--- config.mk ---
export PLATFORM = sky130hd
export DESIGN_NAME = sar_slice_seq
export DESIGN_NICKNAME = d
export VERILOG_FILES = /design/src/rtl/sar_seq_pkg.sv /design/src/rtl/sar_frame_fsm.sv /design/src/rtl/sar_phase_decode.sv /design/src/rtl/sar_bit_search.sv /design/src/rtl/sar_slice_seq.sv
export SDC_FILE = /design/constraint.sdc
export NUM_CORES = 1
export LEC_CHECK = 0
export CAP_MARGIN = 0
export CORE_AREA = 5 5 70 72
export CTS_CLUSTER_SIZE = 14
export DETAILED_ROUTE_END_ITERATION = 7
export DIE_AREA = 0 0 75 77
export DONT_BUFFER_PORTS = 1
export PLACE_DENSITY = 0.62
export SYNTH_ARGS = -nofsm -noshare
export SYNTH_HDL_FRONTEND = slang
export SYNTH_SLANG_ARGS = --single-unit
--- constraint.sdc ---
create_clock -name clk -period 1.9 [get_ports clk]
set_input_delay 0.285 -clock clk [delete_from_list [all_inputs] [get_ports clk]]
set_output_delay 0.285 -clock clk [all_outputs]
set_load 0.02 [all_outputs]
--- src/rtl/sar_seq_pkg.sv ---
`timescale 1ns/1ps
package sar_seq_pkg;

    typedef enum logic [2:0] {
        ST_IDLE,
        ST_ZREF,
        ST_AZERO,
        ST_ACAL,
        ST_SAMPLE,
        ST_CONV,
        ST_XFER
    } seq_state_t;

    typedef struct packed {
        logic zref;
        logic azero;
        logic acal;
        logic sample;
        logic convert;
        logic xfer;
    } phase_t;

endpackage

--- src/rtl/sar_frame_fsm.sv ---
`timescale 1ns/1ps
module sar_frame_fsm
    import sar_seq_pkg::*;
#(
    parameter int RES_W = 11
) (
    input  logic                           clk,
    input  logic                           rst_n,
    input  logic                           frame_start,
    output seq_state_t                     state,
    output logic [$clog2(RES_W)-1:0]       bit_idx,
    output logic                           last_bit
);

    localparam int IDX_W = $clog2(RES_W);
    localparam logic [IDX_W-1:0] TOP_IDX = IDX_W'(RES_W - 1);

    seq_state_t       state_q;
    seq_state_t       state_d;
    logic [IDX_W-1:0] idx_q;
    logic [IDX_W-1:0] idx_d;

    assign last_bit = (state_q == ST_CONV) && (idx_q == '0);

    // next-state selection
    always_comb begin
        state_d = state_q;
        unique case (state_q)
            ST_IDLE:   state_d = frame_start ? ST_ZREF : ST_IDLE;
            ST_ZREF:   state_d = ST_AZERO;
            ST_AZERO:  state_d = ST_ACAL;
            ST_ACAL:   state_d = ST_SAMPLE;
            ST_SAMPLE: state_d = ST_CONV;
            ST_CONV:   state_d = last_bit ? ST_XFER : ST_CONV;
            ST_XFER:   state_d = frame_start ? ST_ZREF : ST_IDLE;
            default:   state_d = ST_IDLE;
        endcase
    end

    // bit pointer: loaded while sampling, walks down during conversion
    always_comb begin
        idx_d = idx_q;
        unique case (state_q)
            ST_SAMPLE: idx_d = TOP_IDX;
            ST_CONV:   idx_d = last_bit ? '0 : idx_q - 1'b1;
            default:   idx_d = idx_q;
        endcase
    end

    always_ff @(posedge clk or negedge rst_n) begin
        if (!rst_n) begin
            state_q <= ST_IDLE;
            idx_q   <= '0;
        end else begin
            state_q <= state_d;
            idx_q   <= idx_d;
        end
    end

    assign state   = state_q;
    assign bit_idx = idx_q;

endmodule

--- src/rtl/sar_phase_decode.sv ---
`timescale 1ns/1ps
module sar_phase_decode
    import sar_seq_pkg::*;
(
    input  seq_state_t state,
    output phase_t     phase
);

    always_comb begin
        phase = '0;
        unique case (state)
            ST_IDLE:   phase = '0;
            ST_ZREF:   phase.zref    = 1'b1;
            ST_AZERO:  phase.azero   = 1'b1;
            ST_ACAL:   phase.acal    = 1'b1;
            ST_SAMPLE: phase.sample  = 1'b1;
            ST_CONV:   phase.convert = 1'b1;
            ST_XFER:   phase.xfer    = 1'b1;
            default:   phase = '0;
        endcase
    end

endmodule

--- src/rtl/sar_bit_search.sv ---
`timescale 1ns/1ps
module sar_bit_search #(
    parameter int RES_W = 11
) (
    input  logic                      clk,
    input  logic                      rst_n,
    input  logic                      clear,
    input  logic                      step,
    input  logic                      last_bit,
    input  logic [$clog2(RES_W)-1:0]  bit_idx,
    input  logic                      cmp_keep,
    output logic [RES_W-1:0]          trial_code,
    output logic [RES_W-1:0]          result
);

    logic [RES_W-1:0] acc_q;
    logic [RES_W-1:0] acc_d;
    logic [RES_W-1:0] res_q;
    logic [RES_W-1:0] mask;
    logic [RES_W-1:0] trial;

    assign mask  = RES_W'(1) << bit_idx;
    assign trial = acc_q | mask;
    assign acc_d = cmp_keep ? trial : (acc_q & ~mask);

    always_ff @(posedge clk or negedge rst_n) begin
        if (!rst_n) begin
            acc_q <= '0;
            res_q <= '0;
        end else begin
            if (clear) begin
                acc_q <= '0;
            end else if (step) begin
                acc_q <= acc_d;
                if (last_bit) begin
                    res_q <= acc_d;
                end
            end
        end
    end

    assign trial_code = step ? trial : '0;
    assign result     = res_q;

endmodule

--- src/rtl/sar_slice_seq.sv ---
`timescale 1ns/1ps
module sar_slice_seq
    import sar_seq_pkg::*;
#(
    parameter int RES_W = 11
) (
    input  logic             clk,
    input  logic             rst_n,
    input  logic             frame_start,
    input  logic             cmp_keep,
    output logic [RES_W-1:0] trial_code,
    output logic             ph_zref,
    output logic             ph_azero,
    output logic             ph_acal,
    output logic             ph_sample,
    output logic             ph_convert,
    output logic             ph_xfer,
    output logic [RES_W-1:0] result
);

    localparam int IDX_W = $clog2(RES_W);

    seq_state_t       state;
    phase_t           phase;
    logic [IDX_W-1:0] bit_idx;
    logic             last_bit;

    sar_frame_fsm #(.RES_W(RES_W)) u_fsm (
        .clk         (clk),
        .rst_n       (rst_n),
        .frame_start (frame_start),
        .state       (state),
        .bit_idx     (bit_idx),
        .last_bit    (last_bit)
    );

    sar_phase_decode u_dec (
        .state (state),
        .phase (phase)
    );

    sar_bit_search #(.RES_W(RES_W)) u_search (
        .clk        (clk),
        .rst_n      (rst_n),
        .clear      (phase.sample),
        .step       (phase.convert),
        .last_bit   (last_bit),
        .bit_idx    (bit_idx),
        .cmp_keep   (cmp_keep),
        .trial_code (trial_code),
        .result     (result)
    );

    assign ph_zref    = phase.zref;
    assign ph_azero   = phase.azero;
    assign ph_acal    = phase.acal;
    assign ph_sample  = phase.sample;
    assign ph_convert = phase.convert;
    assign ph_xfer    = phase.xfer;

endmodule

# After elaboration in Yosys (flattened, before gate mapping)
# Cells that the tools add are included.
dict set report word_totals {
  register_bits 29
  inputBits 4
  out_inout_bits 28
  wordCells 38
}
dict set report op_classes {
  addsub 1
  n_eq_ne 6
  shifts 1
  mux 15
  bitwise 4
  n_reduce_logical 7
}
# operator n
set ops {}
lappend ops {{2-to-1 mux 11 bit} 4}
lappend ops {{one-hot mux 3 bit (6 select lines)} 1}
lappend ops {{AND 11 bit} 1}
lappend ops {{NOT 11 bit} 1}
lappend ops {{OR 11 bit} 1}
lappend ops {{left shift 1 x 4 -> 11 bit (first input constant)} 1}
lappend ops {{equality test 3 bit (second input constant)} 3}
lappend ops {{one-hot mux 4 bit (2 select lines)} 1}
lappend ops {{2-to-1 mux 1 bit} 7}
lappend ops {{equality test 3 x 2 -> 1 bit (second input constant)} 2}
lappend ops {{zero test 4 bit} 1}
lappend ops {{2-to-1 mux 4 bit} 1}
lappend ops {{nonzero test 2 bit} 2}
lappend ops {{subtractor 4 x 1 -> 4 bit (second input constant)} 1}
lappend ops {{equality test 3 x 1 -> 1 bit (second input constant)} 1}
lappend ops {{zero test 3 bit} 1}
lappend ops {{AND reduction 3 bit} 1}
lappend ops {{2-to-1 mux 2 bit} 1}
lappend ops {{OR reduction 2 bit} 1}
lappend ops {{logical AND 1 bit} 1}
lappend ops {{NOT 1 bit} 1}

# Logic depth before layout (Yosys ltp)
dict set report logic_depth {
  word_depth 6
  ltp_mapped 7
  ltp_nobuf 5
}

# Hierarchy
# Synthesis repeated with hierarchy kept, for this count alone.
dict set report unflattened {
  cells_unflattened 166
  area_unflattened_um2 1759.2
}
# module instances cells_per_inst area_each_um2
set by_module_without_submodules {}
lappend by_module_without_submodules {sar_bit_search 1 123 1360.1}
lappend by_module_without_submodules {sar_frame_fsm 1 37 346.6}
lappend by_module_without_submodules {sar_phase_decode 1 6 52.6}

# Worst setup path before layout
# Ideal clock, no wire load.
dict set report synth_path {
  path_kind {reg2out}
  from {reg u_fsm.idx_q[0], in the netlist u_fsm.bit_idx[0]}
  to {out trial_code[0]}
  t_arrival_ns 1.577
  t_required_ns 1.615
  path_slack_ns 0.038
  path_stages_with_launch 6
  path_cell_list {dfrtp_1 > inv_1 > ha_1 > or3b_1 > buf_4 > a21oi_1}
}
dict set report synth_between {
  elab_chain_cells 3
}
# item line_no
set synth_lines {}
lappend synth_lines {{start: declaration} sar_frame_fsm.sv:20} ;# logic [IDX_W-1:0] idx_q;
lappend synth_lines {{start signal: assignment} sar_frame_fsm.sv:56} ;# idx_q <= idx_d;
lappend synth_lines {{left shift 1 x 4 -> 11 bit} sar_bit_search.sv:22} ;# assign mask = RES_W'(1) << bit_idx;
lappend synth_lines {{OR 11 bit} sar_bit_search.sv:23} ;# assign trial = acc_q | mask;
lappend synth_lines {{2-to-1 mux 11 bit} sar_bit_search.sv:42} ;# assign trial_code = step ? trial : '0;
lappend synth_lines {{end: declaration} sar_slice_seq.sv:11} ;# output logic [RES_W-1:0] trial_code,
# No other way between the ends.

# Worst setup path after layout
dict set report layout_path {
  from {reg u_fsm.idx_q[1], in the netlist u_fsm.bit_idx[1]}
  to {out trial_code[0]}
}
# Same word-level chain as after synthesis.

==> impl_metrics.env <==
export IMPL_antenna_found_initial=0
export IMPL_die_w_um=75
export IMPL_syn_nets=163
export IMPL_reg2reg_slack_ns=0.01
export IMPL_numCtsBuffers=5
export IMPL_netlist_top_cell_by_area="dfrtp_1"
export IMPL_clock_latency_ns=0.28
export IMPL_grt_setup_unrepaired="yes"
export IMPL_period_share=1.02
export IMPL_pwr_share_comb=0.459
export IMPL_p_int_w=0.00189
export IMPL_n_antenna_cell=0
export IMPL_grt_pass1_wl_mm=6.10
export IMPL_drc_errors=0
export IMPL_wl_per_cell_um=15.9
export IMPL_switchingPower_w=0.00135
export IMPL_hold_class="input port to register"
export IMPL_synth_avg_cell_area_um2=10.3
export IMPL_tightest_slew_ns=0.526
export IMPL_vdd_drop_max_v=0.000433
export IMPL_failed_checks="negative setup slack"
export IMPL_finalHoldViolCount=0
export IMPL_layout_drive_gt1_share=0.366
export IMPL_vias=1261
export IMPL_cts_sinks=29
export IMPL_yosys_warnings=0
export IMPL_antenna_left=0
export IMPL_overflow=0
export IMPL_clkPwrFrac=0.157
export IMPL_maxCapViolations=0
export IMPL_drt_initial_drc_count=80
export IMPL_tritoncts="yes"
export IMPL_dpl_hpwl_mm=2.54
export IMPL_max_freq_mhz=515
export IMPL_p_seq_frac=0.384
export IMPL_drt_pass1_iter_count=4
export IMPL_yosys_top_cells_area="dfrtp_1, a21oi_1, mux2_4, mux2i_1, o22ai_1"
export IMPL_die_area_um2=5780
export IMPL_p_sw_frac=0.416
export IMPL_timing_slew_headroom=0.648
export IMPL_final_nets=200
export IMPL_grt_usage=0.142
export IMPL_clk_path_buf_depth=2
export IMPL_worst_path_max_fanout=3
export IMPL_placed_cell_area_um2=1770
export IMPL_port_buffers=0
export IMPL_rows=24
export IMPL_cp_arrival_ns=1.65
export IMPL_synth_distinct_cells=32
export IMPL_htree_levels=2
export IMPL_fin_setup_tns_ns=-0.0553
export IMPL_synth_top_cell_area_share=0.456
export IMPL_routed_via_density=5.19
export IMPL_grt_pass1_vias=1200
export IMPL_status="finished, violations left"
export IMPL_setup_violations_final=3
export IMPL_area_delta_synth_final_pct=33.4
export IMPL_place_congestion=0.749
export IMPL_yosysSeqAreaShare=0.456
export IMPL_worstSetupEndpointType="output port"
export IMPL_clock_root_buffer="clkbuf_8"
export IMPL_path_clk_slew_ns=0.06
export IMPL_start_kind="register"
export IMPL_dp_worst_setup_slack_ns=-0.00624
export IMPL_finClkSkew_ns=0.00664
export IMPL_final_cell_area_um2=2120
export IMPL_synth_area_um2=1590
export IMPL_routed_wl_mm=3.87
export IMPL_report_final_slew_viol_count=0
export IMPL_syn_inst=154
export IMPL_start_util=0.376
export IMPL_leakage_nw=1.01
export IMPL_period_needed_ns=1.94
export IMPL_io_pins=32
export IMPL_power_density_nw_per_um2=1530
export IMPL_core_um2=4230
export IMPL_critical_path_class="register to output port"
export IMPL_holdWs_ns=0.147
export IMPL_synth_seq_cells=29
export IMPL_die_height_um=77
export IMPL_grt_max_degree=30
export IMPL_required_ns=1.62
export IMPL_fin_ws_ns=-0.0400
synth_stat cells (all sizes together):
cell     n
dfrtp   29
a21oi   21
inv     16
o22ai   11
mux2    10
mux2i    9
nand3b   8
clkbuf   6
ha       5
nor2     5
o21ai    5
or3b     4
buf      3
nand2    3
nand3    3
nor2b    3
and2     2
nand2b   2
or3      2
a311oi   1
and3     1
clkinv   1
nor3     1
o311ai   1
o31a     1
or2      1
layout make-up:
| type | count | area (um^2) |
|---|---|---|
| tap | 52 | 65.1 |
| timing repair buffer | 39 | 348 |
| clock buffer | 7 | 86.3 |
| multi-input combinational | 99 | 833 |
| fill | 373 | 2110 |
| sequential | 29 | 726 |
| inverter | 17 | 63.8 |
placed cells by master, fill, tap and decap left out, types with 4 or more instances in the layout:
master / instances
a21oi_1: 17
a21oi_2: 4
buf_4: 31
buf_6: 4
clkbuf_8: 6
dfrtp_1: 29
ha_4: 4
inv_1: 14
mux2_4: 10
mux2i_1: 9
nand3b_1: 8
nor2_1: 4
o21ai_0: 4
o22ai_1: 11
or3b_4: 4
routing by layer:
layer	up-vias	global-route usage	share of wire
met5	-	0	0
met4	0	0.0605	0.025
met3	7	0.0484	0.045
met2	26	0.242	0.53
met1	617	0.155	0.40
li1	611	-	-
path summary, 6_finish.rpt:
| check | to | from | depth (start not counted) |
|---|---|---|---|
| min in group asynchronous | u_search.acc_q[10] | rst_n | 2 |
| hold reg to reg | u_search.result[8] | u_search.acc_q[8] | 1 |
| setup reg to reg | u_search.result[4] | u_fsm.bit_idx[1] | 7 |
| max in group asynchronous | u_fsm.state[1] | rst_n | 2 |
| setup / recovery | trial_code[0] | u_fsm.bit_idx[1] | 5 |
| hold / removal | u_search.result[0] | cmp_keep | 1 |
flip-flops by register name, summed over array words and instances (netlist names):
signal / cells
u_search.acc_q: 11
u_search.result: 11
u_fsm.bit_idx: 4
u_fsm.state: 3
cell families (layout without fill, tap and decap cells):
kind of cell             Yosys count  after routing  synth area share
flip-flops                        29             29             0.456
AO/OA/AOI/OAI                     40             40             0.142
multiplexers                      19             19             0.144
adder cells (fa/ha/maj)            5              5            0.0393
buffers and inverters             26             63            0.0740
AND/OR/NAND/NOR                   35             35             0.145
power by group through the flow:
stage                     Combinational [W]  Sequential (W)  Clock, W
final                               0.00149         0.00124  0.000509
after global routing                0.00162         0.00128  0.000552
after CTS                           0.00141         0.00125  0.000523
after detailed placement            0.00122         0.00124         0
after global placement              0.00117         0.00123         0
after floorplan                    0.000910         0.00118         0
worst max-delay path: stages (launching register included):
cell and delay (ns):
dfrtp_1 0.41, inv_2 0.13, ha_4 0.15, or3b_4 0.41
a21oi_2 0.14, buf_4 0.15
repair_timing:
item / CTS / global route
resized for setup: 18 / 7
hold endpoints to repair: 29 / 0
buffers inserted: 10 / 5
endpoints found under the setup margin: 7 / 16
pin swaps: 5 / 8
hold buffers: 2 / 0
per-stage QoR:
stage                     power [W]  cells   util
after floorplan             0.00209    154      -
after global placement      0.00240    219  0.417
after detailed placement    0.00246    219  0.417
after CTS                   0.00318    238  0.485
after global routing        0.00345    243  0.501
final                       0.00324    243  0.501
Power figures use the tool's default switching activity.
